`config.mk`:
```
export PLATFORM = sky130hd
export DESIGN_NAME = blk_lock_guard
export DESIGN_NICKNAME = d
export VERILOG_FILES = /design/src/rtl/blg_pkg.sv /design/src/rtl/blg_addr_map.sv /design/src/rtl/blg_lock_store.sv /design/src/rtl/blg_gate.sv /design/src/rtl/blg_sweep.sv /design/src/rtl/blk_lock_guard.sv
export SDC_FILE = /design/constraint.sdc
export NUM_CORES = 1
export LEC_CHECK = 0
export ABC_AREA = 1
export ABC_CLOCK_PERIOD_IN_PS = 6100
export BUFFER_PORTS_ARGS = -buffer_cell sky130_fd_sc_hd__buf_2
export CORE_UTILIZATION = 49
export DETAILED_ROUTE_END_ITERATION = 10
export PLACE_DENSITY = 0.62
export SETUP_SLACK_MARGIN = 0.1
export SYNTH_ARGS = -nofsm -noshare
export SYNTH_HDL_FRONTEND = slang
export SYNTH_SLANG_ARGS = --single-unit
```
`constraint.sdc`:
```
create_clock -name clk -period 6.1 [get_ports clk]
set_input_delay 1.22 -clock clk [delete_from_list [all_inputs] [get_ports clk]]
set_output_delay 1.22 -clock clk [all_outputs]
set_load 0.01 [all_outputs]
```
`src/rtl/blg_pkg.sv`:
```
package blg_pkg;
  typedef enum logic [2:0] {
    OP_IDLE      = 3'd0,
    OP_WRITE     = 3'd1,
    OP_ERASE     = 3'd2,
    OP_LOCK      = 3'd3,
    OP_UPLOAD    = 3'd4,
    OP_QUERY     = 3'd5,
    OP_ERASE_ALL = 3'd6,
    OP_CLR_ERR   = 3'd7
  } blg_op_e;
endpackage

```
`src/rtl/blg_addr_map.sv`:
```
module blg_addr_map #(
  parameter int BLK_W = 5
) (
  input  logic             byte_mode,
  input  logic [BLK_W:0]   addr_hi,
  output logic [BLK_W-1:0] blk
);
  // byte addressing: block bits sit one place higher than in word addressing
  always_comb begin
    if (byte_mode) blk = addr_hi[BLK_W:1];
    else           blk = addr_hi[BLK_W-1:0];
  end
endmodule

```
`src/rtl/blg_lock_store.sv`:
```
module blg_lock_store #(
  parameter int                     BLK_W       = 5,
  parameter logic [(2**BLK_W)-1:0]  STORED_INIT = '0
) (
  input  logic                     clk,
  input  logic                     rst_n,
  input  logic                     do_lock,
  input  logic                     do_upload,
  input  logic                     do_query,
  input  logic [BLK_W-1:0]         blk,
  output logic [(2**BLK_W)-1:0]    vis_lock,
  output logic                     qry_valid,
  output logic                     qry_locked
);
  localparam int N = 2**BLK_W;

  logic [N-1:0] nv_q;
  logic [N-1:0] vis_q;

  always_ff @(posedge clk or negedge rst_n) begin
    if (!rst_n) begin
      nv_q  <= STORED_INIT;
      vis_q <= '1;
    end else begin
      for (int i = 0; i < N; i++) begin
        if (do_lock && (blk == BLK_W'(i))) begin
          nv_q[i]  <= 1'b1;
          vis_q[i] <= 1'b1;
        end else if (do_upload) begin
          vis_q[i] <= nv_q[i];
        end
      end
    end
  end

  always_ff @(posedge clk or negedge rst_n) begin
    if (!rst_n) begin
      qry_valid  <= 1'b0;
      qry_locked <= 1'b0;
    end else begin
      qry_valid  <= do_query;
      qry_locked <= do_query & vis_q[blk];
    end
  end

  assign vis_lock = vis_q;

  // a visible bit can only drop through an upload
  assert_unlock_only_by_upload_R2: assert property (@(posedge clk) disable iff (!rst_n)
    (|($past(vis_q) & ~vis_q)) |-> $past(do_upload));

  // lock sets both images of the addressed block
  assert_lock_sets_bits_R3: assert property (@(posedge clk) disable iff (!rst_n)
    $past(do_lock) |-> (vis_q[$past(blk)] && nv_q[$past(blk)]));

  // a query answer is present exactly one cycle after the query
  assert_query_latency_R8: assert property (@(posedge clk) disable iff (!rst_n)
    do_query |=> qry_valid);
endmodule

```
`src/rtl/blg_gate.sv`:
```
module blg_gate (
  input  logic clk,
  input  logic rst_n,
  input  logic do_write,
  input  logic do_erase,
  input  logic do_clr,
  input  logic wp,
  input  logic locked,
  output logic chk_valid,
  output logic chk_permit,
  output logic err_write,
  output logic err_erase
);
  logic deny;
  assign deny = wp & locked;

  always_ff @(posedge clk or negedge rst_n) begin
    if (!rst_n) begin
      chk_valid  <= 1'b0;
      chk_permit <= 1'b0;
      err_write  <= 1'b0;
      err_erase  <= 1'b0;
    end else begin
      chk_valid  <= do_write | do_erase;
      chk_permit <= (do_write | do_erase) & ~deny;
      if (do_clr) begin
        err_write <= 1'b0;
        err_erase <= 1'b0;
      end else begin
        if (do_write && deny) err_write <= 1'b1;
        if (do_erase && deny) err_erase <= 1'b1;
      end
    end
  end

  // protected and locked gives a refusal
  assert_refuse_locked_R5: assert property (@(posedge clk) disable iff (!rst_n)
    ((do_write || do_erase) && wp && locked) |=> (chk_valid && !chk_permit));

  // no permit without a verdict
  assert_permit_needs_valid_R6: assert property (@(posedge clk) disable iff (!rst_n)
    chk_permit |-> chk_valid);

  // an error flag rises only with a refusal of its own kind
  assert_werr_source_R7: assert property (@(posedge clk) disable iff (!rst_n)
    $rose(err_write) |-> ($past(do_write) && !chk_permit));
  assert_eerr_source_R7: assert property (@(posedge clk) disable iff (!rst_n)
    $rose(err_erase) |-> ($past(do_erase) && !chk_permit));
endmodule

```
`src/rtl/blg_sweep.sv`:
```
module blg_sweep #(
  parameter int BLK_W = 5
) (
  input  logic                   clk,
  input  logic                   rst_n,
  input  logic                   start,
  input  logic [(2**BLK_W)-1:0]  unlocked,
  output logic                   valid,
  input  logic                   ready,
  output logic [BLK_W-1:0]       blk,
  output logic                   last
);
  localparam int N = 2**BLK_W;

  logic [N-1:0] pending_q;
  logic [N-1:0] first;

  assign valid = |pending_q;
  assign first = pending_q & (~pending_q + N'(1));
  assign last  = valid && ((pending_q & ~first) == '0);

  // one-hot to index: each index bit is an OR over the positions that carry it
  for (genvar b = 0; b < BLK_W; b++) begin : g_enc
    logic [N-1:0] sel;
    always_comb begin
      for (int i = 0; i < N; i++) sel[i] = 1'((i >> b) & 1);
    end
    assign blk[b] = |(first & sel);
  end

  always_ff @(posedge clk or negedge rst_n) begin
    if (!rst_n) begin
      pending_q <= '0;
    end else if (!valid) begin
      if (start) pending_q <= unlocked;
    end else if (ready) begin
      pending_q <= pending_q & ~first;
    end
  end

  // a stalled entry is held unchanged
  assert_hold_on_stall_R10: assert property (@(posedge clk) disable iff (!rst_n)
    (valid && !ready) |=> (valid && $stable(blk)));

  // each accepted beat removes exactly one entry
  assert_one_per_beat_R9: assert property (@(posedge clk) disable iff (!rst_n)
    (valid && ready) |=> ($countones(pending_q) == $countones($past(pending_q)) - 1));

  // indices rise across a list
  assert_ascending_R9: assert property (@(posedge clk) disable iff (!rst_n)
    (valid && ready && !last) |=> (valid && (blk > $past(blk))));

  // a pending list is not replaced by a new start
  assert_no_restart_R11: assert property (@(posedge clk) disable iff (!rst_n)
    (valid && !ready) |=> (pending_q == $past(pending_q)));
endmodule

```
`src/rtl/blk_lock_guard.sv`:
```
module blk_lock_guard
  import blg_pkg::*;
#(
  parameter int                    BLK_W       = 5,
  parameter logic [(2**BLK_W)-1:0] STORED_INIT = '0
) (
  input  logic             clk,
  input  logic             rst_n,
  input  logic             wr_protect,
  input  logic             byte_mode,
  input  logic             cmd_valid,
  input  logic [2:0]       cmd_op,
  input  logic [BLK_W:0]   cmd_addr_hi,
  output logic             chk_valid,
  output logic             chk_permit,
  output logic             err_write,
  output logic             err_erase,
  output logic             qry_valid,
  output logic             qry_locked,
  output logic             ea_valid,
  input  logic             ea_ready,
  output logic [BLK_W-1:0] ea_block,
  output logic             ea_last
);
  localparam int N = 2**BLK_W;

  blg_op_e          op;
  logic [BLK_W-1:0] blk;
  logic [N-1:0]     vis_lock;
  logic             do_write, do_erase, do_lock, do_upload;
  logic             do_query, do_sweep, do_clr;

  assign op        = blg_op_e'(cmd_op);
  assign do_write  = cmd_valid && (op == OP_WRITE);
  assign do_erase  = cmd_valid && (op == OP_ERASE);
  assign do_lock   = cmd_valid && (op == OP_LOCK);
  assign do_upload = cmd_valid && (op == OP_UPLOAD);
  assign do_query  = cmd_valid && (op == OP_QUERY);
  assign do_sweep  = cmd_valid && (op == OP_ERASE_ALL);
  assign do_clr    = cmd_valid && (op == OP_CLR_ERR);

  blg_addr_map #(.BLK_W(BLK_W)) u_map (
    .byte_mode (byte_mode),
    .addr_hi   (cmd_addr_hi),
    .blk       (blk)
  );

  blg_lock_store #(.BLK_W(BLK_W), .STORED_INIT(STORED_INIT)) u_store (
    .clk        (clk),
    .rst_n      (rst_n),
    .do_lock    (do_lock),
    .do_upload  (do_upload),
    .do_query   (do_query),
    .blk        (blk),
    .vis_lock   (vis_lock),
    .qry_valid  (qry_valid),
    .qry_locked (qry_locked)
  );

  blg_gate u_gate (
    .clk        (clk),
    .rst_n      (rst_n),
    .do_write   (do_write),
    .do_erase   (do_erase),
    .do_clr     (do_clr),
    .wp         (wr_protect),
    .locked     (vis_lock[blk]),
    .chk_valid  (chk_valid),
    .chk_permit (chk_permit),
    .err_write  (err_write),
    .err_erase  (err_erase)
  );

  blg_sweep #(.BLK_W(BLK_W)) u_sweep (
    .clk      (clk),
    .rst_n    (rst_n),
    .start    (do_sweep),
    .unlocked (~vis_lock),
    .valid    (ea_valid),
    .ready    (ea_ready),
    .blk      (ea_block),
    .last     (ea_last)
  );

  // with protect low every write or erase is permitted
  assert_unprotected_permit_R6: assert property (@(posedge clk) disable iff (!rst_n)
    ((do_write || do_erase) && !wr_protect) |=> chk_permit);

  // nothing is presented in the first cycle out of reset
  assert_quiet_after_reset_R1: assert property (@(posedge clk)
    $rose(rst_n) |-> (!ea_valid && !chk_valid && !qry_valid));
endmodule

```
==> flow_summary_export.csv <==
group,metric,value,unit
run_status,outcome,"complete, no violations",
critical_path,cp_data_required_time,4.88,ns
yosys,synth_xor_area_frac,0,
yosys,synth_mux_area_frac,0,
yosys,syn-instance-count,817,
yosys,yosysUniqueCellTypes,33,
clock_network,cts_sinks,102,
floorplanning,core_area,11030,um2
layout,regArea,2592,um2
global_route,grt_max_degree,62,
clock_network,root_buffer,"clkbuf_16",
yosys,synth_edf_count,0,
route,ant_nets,0,
critical_path,arrival,2.64,ns
clock_network,cts_hold_buf,0,
layout,n_antenna_cell,0,
global_route,grt_pass1_wl,24.49,mm
critical_path,end_kind,"output port",
global_route,grt_overflow_total,0,
layout,final_area,6202,um2
yosys,synth_adder_area_share,0,
yosys,synthMostInstantiatedCell,"nand2_1",
clock_network,cts_resized,0,
sta,worst_pin_slew,1.150,ns
route,drt_iter0_drc,430,
yosys,synthFlopType,"dfrtp_1",
placed_design,place_hpwl,11.09,mm
yosys,yosysWarnings,0,
power_and_ir_drop,p_leak,3.045,nW
yosys,yosysTopAreaCell,"dfrtp_1",
floorplanning,num_io_pins,28,
placed_design,port_buffers,27,
clock_network,htreeDepth,3,
route,totalWireLength,14.85,mm
yosys,synth_top_area_share,0.3105,
job,drv_cap,0,
global_route,grt_pass1_vias,4921,
worst_hold_path,hold_class,"flip-flop to flip-flop",
yosys,synthTopCellsByArea,"dfrtp_1 (31%), nand2_1 (18%), dfstp_2 (15%)",
yosys,yosysSeqAreaShare,0.4595,
sta,finClkSkew,0.007702,ns
layout,fillerInstances,1108,
critical_path,cp-start-kind,"flip-flop",
route,drc_errors,0,
sta,setup_violations,0,
sta,final_max_slew_viol_count,0,
clock_network,worstSkewPairLatency,0.35,ns
clock_network,cts.path.max_buffers,2,
route,viasPerCell,5.242,
sta,max_freq,0.2590,GHz
yosys,yosys.area_share.simple,0.3262,
yosys,synth_compound_area_frac,0.1184,
clock_network,cts_tree,"done",
sta,rsz0062_at_grt,"false",
floorplanning,rows,38,
layout,drive_above_1_share,0.1077,
yosys,async_flop_share,1.000,
sta,min_period_over_period,0.6331,
floorplanning,initial_utilization,0.5115,
power_and_ir_drop,pwr_density_cell,255.2,nW/um2
placed_design,placedInstanceArea,5898,um2
sta,setup_tns,0,ns
yosys,ys_seq_elements,102,
critical_path,crit_type,"flip-flop to output port",
layout,fin_nets,855,
placed_design,place.gp.congestion,0.8813,
yosys,synth_common_cells,"nand2_1 (277), nor2_1 (120), inv_1 (114)",
critical_path,critPathMaxFanout,24,
yosys,synth_nets,832,
route,wl_per_cell,15.07,um
layout,multiInputGateArea,2516,um2
clock_network,cts_buffers,9,
sta,hold_violations,0,
yosys,netlist_area,5642,um2
route,firstDrtPassIters,5,
yosys,synth_area_per_cell,6.905,um2
global_route,antenna_found_initial,0,
sta,slew_headroom,0.2307,
power_and_ir_drop,ir_worst_vdd,0.2195,mV
sta,fin_crit,3.862,ns
yosys,synth_top_family_by_area,"simple AND/OR/NAND/NOR gates",
floorplanning,dieArea,11950,um2
clock_network,clk_pin_slew,0.07,ns
floorplanning,die_w,109.3,um
global_route,grtUsageTotal,0.2726,
route,vias,5163,
floorplanning,dieHeight,109.3,um
clock_network,cts_setup_buffers,0,
layout,layout-area-overhead-vs-synth,9.936,%
-- worst paths after layout --
path | startpoint | endpoint | slack [ns] | cells past startpoint
max | u_sweep.pending_q[3]$_DFFE_PN0P_ | ea_last | 2.24 | 12
min | u_store.nv_q[26]$_DFFE_PN0P_ | u_store.nv_q[26]$_DFFE_PN0P_ | 0.46 | 2
max reg2reg | u_sweep.pending_q[3]$_DFFE_PN0P_ | u_sweep.pending_q[0]$_DFFE_PN0P_ | 3.25 | 14
min reg2reg | u_store.nv_q[26]$_DFFE_PN0P_ | u_store.nv_q[26]$_DFFE_PN0P_ | 0.46 | 2
max in group asynchronous | rst_n | u_store.nv_q[7]$_DFFE_PN0P_ | 4.09 | 2
min in group asynchronous | rst_n | u_sweep.pending_q[28]$_DFFE_PN0P_ | 0.89 | 1
-- through the flow --
step / setup slack, ns / instances / util / power [mW] / hold slack (ns)
2_1_floorplan: 3.131 / 817 / - / 0.9285 / 0.4285
3_3_place_gp: 2.655 / 969 / 0.5347 / 1.015 / 0.4398
3_5_place_dp: 2.609 / 969 / 0.5347 / 1.017 / 0.4444
4_1_cts: 2.226 / 985 / 0.5623 / 1.595 / 0.4633
5_1_grt: 2.047 / 985 / 0.5623 / 1.660 / 0.4786
6_report: 2.238 / 985 / 0.5623 / 1.583 / 0.4604
-- report_power, final --
group	switching (mW)	leakage (nW)	internal [mW]	total (mW)
registers	0.0500	1.06	0.724	0.774
logic	0.163	1.83	0.0705	0.234
clock network	0.268	0.149	0.307	0.575
-- layer usage --
metal / global-route usage / wire, um / vias to the layer above
li1: - / - / 2601
met1: 0.3928 / 7059 / 2392
met2: 0.4160 / 6673 / 142
met3: 0.03972 / 770 / 28
met4: 0.1029 / 343 / 0
met5: 0 / 0 / -
-- sequential cells by signal (all words and copies together) (netlist names) --
signal and cells:
u_store.nv_q 32, u_store.vis_lock 32, u_sweep.pending_q 32, u_gate.chk_permit 1, u_gate.chk_valid 1, u_gate.err_erase 1, u_gate.err_write 1, u_store.qry_locked 1
u_store.qry_valid 1
-- critical path, stage by stage (launching register included) --
cell and delay, ns:
dfrtp_1 0.43, nor2_2 0.21, nand2_2 0.13, nor2_4 0.17, nand2_2 0.13, nor2_4 0.16, nand2_2 0.12, nor2_4 0.09
buf_4 0.26, inv_1 0.24, nand4_1 0.16, nor2_1 0.05, buf_2 0.13
-- layout by cell type (no fill, tap or decap), types with 3 or more instances in the layout --
cell and n:
a21oi_1 16, a31oi_1 20, buf_2 26, buf_4 7
clkbuf_16 9, dfrtp_1 70, dfstp_2 32, inv_1 114
nand2_1 277, nand2_2 3, nand3_1 29, nand4_1 11
nor2_1 120, nor2_4 4, nor3_1 8, o21ai_0 67
o21ai_1 7, o22ai_1 3
-- final cells by class --
class | count | area share
inverters | 115 | 0.06960
flip-flops and latches | 102 | 0.4180
repair buffers | 33 | 0.02945
multi-input cells | 579 | 0.4057
well taps | 140 | 0.02824
clock inverters | 5 | 0.008271
clock buffers | 11 | 0.04075
-- logic make-up (layout without fill, tap and decap cells) --
group           after synthesis  in the layout
flops                       102            102
compound gates              122            122
buf+inv                     136            164
simple gates                457            457
Note: power is estimated with default switching activity, not from simulation.
